$ cat config.mk
export PLATFORM = sky130hd
export DESIGN_NAME = avg_decimator
export DESIGN_NICKNAME = d
export VERILOG_FILES = /design/src/rtl/avgd_pkg.sv /design/src/rtl/avgd_rate_decode.sv /design/src/rtl/avgd_counter.sv /design/src/rtl/avgd_accum.sv /design/src/rtl/avgd_scale.sv /design/src/rtl/avg_decimator.sv
export SDC_FILE = /design/constraint.sdc
export NUM_CORES = 1
export LEC_CHECK = 0
export BUFFER_PORTS_ARGS = -buffer_cell sky130_fd_sc_hd__buf_2
export CORE_MARGIN = 2
export CORE_UTILIZATION = 40
export DETAILED_ROUTE_END_ITERATION = 10
export SYNTH_ARGS = -nofsm -noshare
export SYNTH_HDL_FRONTEND = slang
export SYNTH_SLANG_ARGS = --single-unit
export TNS_END_PERCENT = 30
$ cat constraint.sdc
create_clock -name clk -period 16.2 [get_ports clk]
set_input_delay 1.62 -clock clk [delete_from_list [all_inputs] [get_ports clk]]
set_output_delay 1.62 -clock clk [all_outputs]
set_load 0.1 [all_outputs]
$ cat src/rtl/avgd_pkg.sv
package avgd_pkg;
  typedef enum logic [1:0] {
    RATE_256 = 2'b00,
    RATE_128 = 2'b01,
    RATE_64A = 2'b10,
    RATE_64B = 2'b11
  } rate_code_t;
endpackage

$ cat src/rtl/avgd_rate_decode.sv
module avgd_rate_decode #(
  parameter int MAX_LOG2 = 8,
  parameter int CNT_W    = 10,
  parameter int SHIFT_W  = 4
) (
  input  logic               clk,
  input  logic               rst_n,
  input  logic               load,
  input  logic [1:0]         code_in,
  output logic [CNT_W-1:0]   limit,
  output logic [SHIFT_W-1:0] shift
);
  import avgd_pkg::*;

  rate_code_t code_q, code_d;

  always_comb begin
    code_d = code_q;
    if (load) code_d = rate_code_t'(code_in);
  end

  always_ff @(posedge clk or negedge rst_n) begin
    if (!rst_n) code_q <= RATE_256;
    else        code_q <= code_d;
  end

  always_comb begin
    unique case (code_q)
      RATE_256: shift = SHIFT_W'(MAX_LOG2);
      RATE_128: shift = SHIFT_W'(MAX_LOG2 - 1);
      default:  shift = SHIFT_W'(MAX_LOG2 - 2);
    endcase
    limit = (CNT_W'(3) << shift) - CNT_W'(1);
  end

  AST_RATE_STABLE: assert property (@(posedge clk) disable iff (!rst_n)
    !load |=> $stable(shift));
endmodule

$ cat src/rtl/avgd_counter.sv
module avgd_counter #(
  parameter int CNT_W = 10
) (
  input  logic             clk,
  input  logic             rst_n,
  input  logic             clear,
  input  logic             inc,
  input  logic [CNT_W-1:0] limit,
  output logic             last
);
  logic [CNT_W-1:0] cnt_q, cnt_d;

  always_comb begin
    cnt_d = cnt_q;
    if (clear)    cnt_d = '0;
    else if (inc) cnt_d = cnt_q + CNT_W'(1);
  end

  always_ff @(posedge clk or negedge rst_n) begin
    if (!rst_n) cnt_q <= '0;
    else        cnt_q <= cnt_d;
  end

  assign last = (cnt_q == limit);

  AST_CNT_RANGE: assert property (@(posedge clk) disable iff (!rst_n)
    (inc && !clear && last) |=> (cnt_q == 0 || cnt_q > $past(cnt_q)));
endmodule

$ cat src/rtl/avgd_accum.sv
module avgd_accum #(
  parameter int DATA_W = 16,
  parameter int ACC_W  = 26
) (
  input  logic              clk,
  input  logic              rst_n,
  input  logic              clear,
  input  logic              add,
  input  logic [DATA_W-1:0] din,
  output logic [ACC_W-1:0]  acc
);
  logic [ACC_W-1:0] acc_q, acc_d;

  always_comb begin
    acc_d = acc_q;
    if (clear)    acc_d = '0;
    else if (add) acc_d = acc_q + ACC_W'(din);
  end

  always_ff @(posedge clk or negedge rst_n) begin
    if (!rst_n) acc_q <= '0;
    else        acc_q <= acc_d;
  end

  assign acc = acc_q;

  AST_NO_OVERFLOW: assert property (@(posedge clk) disable iff (!rst_n)
    (add && !clear) |=> (acc_q >= $past(acc_q)));
endmodule

$ cat src/rtl/avgd_scale.sv
module avgd_scale #(
  parameter int DATA_W  = 16,
  parameter int ACC_W   = 26,
  parameter int SHIFT_W = 4,
  parameter int RECIP_K = 24
) (
  input  logic [ACC_W-1:0]   acc,
  input  logic [SHIFT_W-1:0] shift,
  output logic [DATA_W-1:0]  avg
);
  localparam int SUM_W  = ACC_W + 1;
  localparam int PROD_W = SUM_W + RECIP_K;
  localparam logic [PROD_W-1:0] RECIP = PROD_W'(((64'd1 << RECIP_K) + 64'd2) / 64'd3);
  localparam logic [PROD_W-1:0] SAT   = PROD_W'((64'd1 << DATA_W) - 64'd1);

  logic [SUM_W-1:0]  half, rsum, quo;
  logic [PROD_W-1:0] prod, div3;

  always_comb begin
    half = SUM_W'(3) << (shift - SHIFT_W'(1));
    rsum = SUM_W'(acc) + half;
    quo  = rsum >> shift;
    prod = PROD_W'(quo) * RECIP;
    div3 = prod >> RECIP_K;
    if (div3 > SAT) avg = '1;
    else            avg = div3[DATA_W-1:0];
  end
endmodule

$ cat src/rtl/avg_decimator.sv
module avg_decimator #(
  parameter int DATA_W   = 16,
  parameter int MAX_LOG2 = 8,
  parameter int RECIP_K  = 24
) (
  input  logic              clk,
  input  logic              rst_n,
  input  logic              smp_valid,
  input  logic [DATA_W-1:0] smp_data,
  input  logic [1:0]        rate_sel,
  input  logic              stage_start,
  output logic [DATA_W-1:0] res_data,
  output logic              res_valid,
  output logic              busy
);
  localparam int CNT_W   = $clog2(3 << MAX_LOG2);
  localparam int ACC_W   = DATA_W + CNT_W;
  localparam int SHIFT_W = $clog2(MAX_LOG2 + 1);

  logic busy_q, busy_d, done_q, done_d, rv_q, rv_d;
  logic [DATA_W-1:0]  rd_q, rd_d, avg;
  logic [CNT_W-1:0]   limit;
  logic [SHIFT_W-1:0] shift;
  logic [ACC_W-1:0]   acc;
  logic stage_go, take, last;

  assign stage_go = stage_start && !busy_q;
  assign take     = smp_valid && busy_q && !done_q;

  avgd_rate_decode #(.MAX_LOG2(MAX_LOG2), .CNT_W(CNT_W), .SHIFT_W(SHIFT_W)) u_dec (
    .clk(clk), .rst_n(rst_n), .load(stage_go), .code_in(rate_sel),
    .limit(limit), .shift(shift));

  avgd_counter #(.CNT_W(CNT_W)) u_cnt (
    .clk(clk), .rst_n(rst_n), .clear(stage_go), .inc(take),
    .limit(limit), .last(last));

  avgd_accum #(.DATA_W(DATA_W), .ACC_W(ACC_W)) u_acc (
    .clk(clk), .rst_n(rst_n), .clear(stage_go), .add(take),
    .din(smp_data), .acc(acc));

  avgd_scale #(.DATA_W(DATA_W), .ACC_W(ACC_W), .SHIFT_W(SHIFT_W), .RECIP_K(RECIP_K)) u_scl (
    .acc(acc), .shift(shift), .avg(avg));

  always_comb begin
    done_d = take && last;
    rv_d   = done_q;
    busy_d = busy_q;
    if (stage_go)    busy_d = 1'b1;
    else if (done_q) busy_d = 1'b0;
    rd_d = rd_q;
    if (done_q) rd_d = avg;
  end

  always_ff @(posedge clk or negedge rst_n) begin
    if (!rst_n) begin
      busy_q <= 1'b0;
      done_q <= 1'b0;
      rv_q   <= 1'b0;
      rd_q   <= '0;
    end else begin
      busy_q <= busy_d;
      done_q <= done_d;
      rv_q   <= rv_d;
      rd_q   <= rd_d;
    end
  end

  assign res_data  = rd_q;
  assign res_valid = rv_q;
  assign busy      = busy_q;

  AST_PULSE_ONE: assert property (@(posedge clk) disable iff (!rst_n)
    rv_q |=> !rv_q);
  AST_BUSY_END: assert property (@(posedge clk) disable iff (!rst_n)
    rv_q |-> !busy_q);
  AST_START_IGNORED: assert property (@(posedge clk) disable iff (!rst_n)
    (busy_q && stage_start && !done_q) |=> busy_q);
  AST_BUSY_RISE: assert property (@(posedge clk) disable iff (!rst_n)
    stage_go |=> busy_q);
  AST_RES_HOLD: assert property (@(posedge clk) disable iff (!rst_n)
    !done_q |=> $stable(rd_q));
  AST_IDLE_NO_RES: assert property (@(posedge clk) disable iff (!rst_n)
    !busy_q |=> !rv_q);
endmodule

# Yosys cells after proc, flatten, opt, wreduce, memory -nomap -nowiden
# Index checks and enable logic that the tools add are counted.
[word_totals]
regBits = 57
[classes]
reduce_logical = 9
multipliers = 1
n_shift = 3
n_mux = 8
n_lt_le_gt_ge = 1
n_addsub = 5
eq_ne = 2
[op_table]
columns = ["op", "count"]
rows = [
  ["two-way mux 26 bit", 2],
  ["multiplier 27 x 22 -> 49 bit, second input constant", 1],
  ["adder 26 x 27 -> 27 bit", 1],
  ["left shift 2 x 4 -> 27 bit, first input constant", 1],
  [">> shifter 27 x 4 -> 27 bit", 1],
  ["adder 26 x 16 -> 26 bit", 1],
  ["> comparator 26 x 16 -> 1 bit, second input constant", 1],
  ["two-way mux 10 bit", 2],
  ["two-way mux 16 bit", 1],
  ["adder 10 x 1 -> 10 bit, second input constant", 1],
  ["== test 10 bit", 1],
  ["left shift 2 x 4 -> 10 bit, first input constant", 1],
  ["subtractor 10 x 2 -> 10 bit, second input constant", 1],
  ["case mux 4 bit (2 select lines)", 1],
  ["logical AND 1 bit", 4],
  ["nonzero test 2 bit", 2],
  ["subtractor 4 x 1 -> 4 bit, second input constant", 1],
  ["== test 2 x 1 -> 1 bit, second input constant", 1],
  ["logical NOT 1 bit", 2],
  ["logical NOT 2 bit", 1],
  ["two-way mux 1 bit", 2],
]

# Longest topological paths before layout
[depth]
word_depth = 9
mapped_depth = 43
depth_no_buf = 40

# Hierarchy
# Synthesis repeated with hierarchy kept, for this count alone.
[hier_totals]
cells_unflattened = 2050
area_unflattened_um2 = 17740.8
[modules_own_cells]
columns = ["mod", "seq_area_each_um2", "cells_each", "n_inst", "area_per_inst_um2"]
rows = [
  ["avgd_scale", 0.0, 1708, 1, 14287.5],
  ["avgd_accum", 650.6, 219, 1, 1946.9],
  ["avg_decimator", 475.5, 43, 1, 743.2],
  ["avgd_counter", 250.2, 61, 1, 594.3],
  ["avgd_rate_decode", 50.0, 19, 1, 168.9],
]

# Least setup slack after synthesis
# Ideal clock, no wire load.
[synth_path]
path_kind = "register -> register"
startpoint = "register u_dec.code_q[0]"
endpoint = "register rd_q[10] (netlist: res_data[10])"
required_time_ps = 16059
path_buffers = 3
arrival_time_ps = 10052
synth_period_minus_slack_ps = 10193
setup_slack_ps = 6007
stages_incl_launch_ff = 39
path_cell_list = "dfrtp_1 clkbuf_1 nor2_1 inv_1 ha_1 ha_1 or2_2 a21oi_1 nor4_1 o311ai_0 a21oi_1 nor2_1 xnor2_1 mux2_2 mux2_2 ha_1 inv_1 fa_1 (+3 left out) inv_1 fa_1 inv_1 fa_1 inv_1 ha_1 clkbuf_1 a21oi_1 o21ai_1 a21boi_1 o21ai_0 a221o_1 or4_1 a21oi_1 o2111ai_2 nor4_4 buf_6 a31oi_1"
[synth_between]
elab_chain_cells = 9
[synth_rtl]
columns = ["item", "line_no", "source"]
rows = [
  ["from (decl)", "avgd_rate_decode.sv:15", "rate_code_t code_q, code_d;"],
  ["from (signal assigned)", "avgd_rate_decode.sv:24", "else code_q <= code_d;"],
  ["== test 2 x 1 -> 1 bit or logical NOT 2 bit (tied branches)", "avgd_rate_decode.sv:28", "unique case (code_q)"],
  ["case mux 4 bit (2 select lines) *", "avgd_rate_decode.sv:28", ""],
  ["subtractor 4 x 1 -> 4 bit", "avgd_scale.sv:20", "half = SUM_W'(3) << (shift - SHIFT_W'(1));"],
  ["left shift 2 x 4 -> 27 bit", "avgd_scale.sv:20", ""],
  ["adder 26 x 27 -> 27 bit", "avgd_scale.sv:21", "rsum = SUM_W'(acc) + half;"],
  [">> shifter 27 x 4 -> 27 bit *", "avgd_scale.sv:22", "quo = rsum >> shift;"],
  ["multiplier 27 x 22 -> 49 bit *", "avgd_scale.sv:23", "prod = PROD_W'(quo) * RECIP;"],
  ["> comparator 26 x 16 -> 1 bit", "avgd_scale.sv:25", "if (div3 > SAT) avg = '1;"],
  ["two-way mux 16 bit *", "avgd_scale.sv:25", ""],
  ["to (signal assigned)", "avg_decimator.sv:65", "rd_q <= rd_d;"],
  ["to (decl)", "avg_decimator.sv:21", "logic [DATA_W-1:0] rd_q, rd_d, avg;"],
]
# Every way passes the cells marked *; elsewhere a longest branch is shown, timed or not.
# A chain may end at the register's enable or synchronous reset.

# Worst setup path after layout
[layout_path]
startpoint = "register u_dec.code_q[0]"
endpoint = "register rd_q[3] (netlist: res_data[3])"
# Same word-level chain as after synthesis.

==> results by group <==
Setup path
  – Crit Path Category: reg2reg
  – CP dominant cell by count: fa_1
  – Crit path DAT: about 12000 ps
  – Slowest CP cell: nor4_4
  – Crit path from: u_dec.code_q[0]
  – Reg2reg start: u_dec.code_q[0]
  – Critical Path RT: 16370 ps
  – CP Capture Type: flip-flop
  – CP startpoint kind: flip-flop
  – CP peak stage delay: 790 ps
  – CP Max Fanout: 16

STA
  – Worst Max-Slew Pin Slew: 981.8 ps
  – Layout Skew: 12.63 ps
  – Pins Over Slew Limit: 0
  – Final period demand of the worst path: around 12000 ps
  – RSZ-0062 raised after global routing: no
  – Setup-failing EPs final: 0
  – Setup TNS: 0 ps
  – FMAX: between 0.08 and 0.09 GHz
  – Final Cycle Share: 75.84%
  – Final hold vios: 0
  – Max-slew headroom: between 30% and 40%

GRT
  – Total gr overflow: 0
  – GR Util All Layers: 22.78%
  – Number of global-route vias before repair: around 13000
  – Largest net degree at the start of global routing: 58
  – Initial antenna violation count: 0
  – Global-route wire length before repair: 72360 um

Clock network
  – Maximum root-to-sink buffer count: 2
  – Sinks on Clock Net: 57
  – H-Tree Depth: 3
  – Hold_buf cts: 0
  – Postcts setup bufs: 0
  – Clock latency on the worst-skew pair: 330 ps
  – Num CTS Buffers: 9
  – Post-CTS sizing: 0
  – Root Buffer: clkbuf_16
  – CTS tree: built
  – Clock transition at path regs: 60 ps

Routing
  – Starting DRT DRC Count: 761
  – Number of vias in the routed layout: between 10000 and 15000
  – Via-per-instance ratio: 5.265
  – Drt first pass iters: 5
  – DR WL/cell: ~19 um
  – Antenna viol nets, final: 0
  – DRC viols: 0
  – WL final: 44840 um

Finish
  – Finished Core Util: 43.78%
  – ANT cells: 0
  – Nets@finish: 2346
  – Filler cells: 3878
  – Layout cells sized above 1: 4.975%
  – Layout Area Growth over Synthesis: 7.810%

Worst hold path
  – Hold Path Origin: res_data[15]
  – Hold Crit Class: reg2reg

Placed design
  – HPWL after DPL: 39850 um
  – RD Place Congestion: 0.9899
  – Number of port buffers: 39

Run status
  – Outcome: finished, final reports clean

Logic synthesis
  – Post-synthesis register bit count: 57
  – EDFF count, synth: 0
  – Share of the yosys chip area belonging to registers: 9.067%
  – Syn avg cell area: about 8.9 um2
  – Dominant cell type by area after synthesis: fa_1
  – Post-synth top flop: dfrtp_1
  – Syn Std Cell Area: about 16000 um2
  – Yosys warning total: 0
  – Top cells by area, synth: fa_1, ha_1, inv_1
  – Area share of the largest cell type after synthesis: around 28%
  – Unique masters post-synth: 71
  – Post-synth ARST share: 100.0%
  – Synthesized instance count: 1758

Die
  – Die Wd: 202.3 um
  – Row count: 72
  – Initial Utilization: 40.61%
  – Top-Level Pins: 40
  – Core Region: 38740 um2
  – Die Area: 40930 um2
  – Die Height: 202.3 um

Run
  – Max-cap viol count: 0
==> cell families after synthesis <==
| logic type | share of synthesized area (%) |
|---|---|
| compound gates | 13.82 |
| xor+xnor | 4.009 |
| fa+ha+maj | 50.41 |
| buf+inv | 10.56 |
| flops | 9.067 |
| mux | 1.384 |
| other cells | 0.04774 |
| simple gates | 10.70 |
==> layout by cell type, fill, tap and decap left out, types with 19 or more instances in the layout <==
master   Yosys  final
a21o_1      46     46
a21oi_1     88     88
a31oi_1     25     25
buf_2        5     39
conb_1       2     46
dfrtp_1     57     57
fa_1       223    223
ha_1       277    277
inv_1      397    397
nand2_1     82     82
nand3_1     38     38
nand4_1     26     26
nor2_1      78     78
nor3_1      19     19
o21ai_0     73     73
xnor2_1     39     39
xor2_1      33     33
==> registers in the layout (all words and copies together) (netlist names) <==
register      cells
res_data         16
busy              1
u_cnt.cnt_q      10
u_acc.acc        26
u_dec.code_q      2
res_valid         1
done_q            1
==> worst max-delay path: cells and delay by family (launching register included) <==
family	cells	cell delay (ps)
fa+ha+maj	10	4610
xor+xnor	1	180
simple gates	9	3360
mux	1	410
flops	1	590
buf+inv	5	460
compound gates	11	2500
==> layout make-up <==
cell class | count | area [um2] | share of cell area [%]
Tap cell | 518 | 648.1 | 3.821
Multi-Input combinational cell | 1308 | 12810 | 75.54
Timing Repair Buffer | 50 | 277.8 | 1.638
Inverter | 398 | 1494 | 8.809
Clock buffer | 9 | 225.2 | 1.328
Sequential cell | 57 | 1426 | 8.410
Clock inverter | 7 | 77.57 | 0.4574
==> cell usage after synthesis, drive strengths merged, types with 12 or more instances <==
cell type,n
dfrtp,57
fa,223
and2,14
o21bai,16
and3,17
ha,277
o211ai,12
xor2,33
o21ai,78
clkbuf,30
xnor2,39
nand3,39
o21a,13
a21o,47
nand4,26
a21oi,89
a31oi,25
nor2,78
mux2i,15
nor3,19
inv,398
nand2,82
==> worst paths after layout <==
kind	slack, ps	cells past startpoint	endpoint
min in group asynchronous	1450	2	u_acc.acc[5]
max in group asynchronous	14270	2	res_data[0]
min reg2reg	530	2	res_data[15]
max	3910	37	res_data[3]
max reg2reg	3910	37	res_data[3]
min	530	2	res_data[15]
==> stage by stage <==
stage | std cells | hold WS, ps | worst slack [ps] | instance area, um2
final | 2347 | 526.0 | 3914 | 16960
after global routing | 2347 | 564.9 | 3073 | 16960
after CTS | 2347 | 532.8 | 4041 | 16960
after detailed placement | 2331 | 517.1 | 4115 | 16660
after global placement | 2331 | 505.1 | 4259 | 16660
after floorplan | 1802 | 351.9 | 6007 | 15900
==> routing by layer <==
metal / vias up / share of wire [%] / global-route usage (%) / wire (um)
met3: 41 / 5.3 / 3.644 / 2396
met5: - / 0 / 0 / 0
met4: 0 / 2.2 / 5.188 / 990
met2: 302 / 46 / 36.07 / 20500
met1: 6105 / 47 / 32.72 / 20950
li1: 5908 / - / - / -
Power is left out: the tool's default activity adds up to more than one toggle a clock period on the data nets, which glitch-free logic cannot reach.
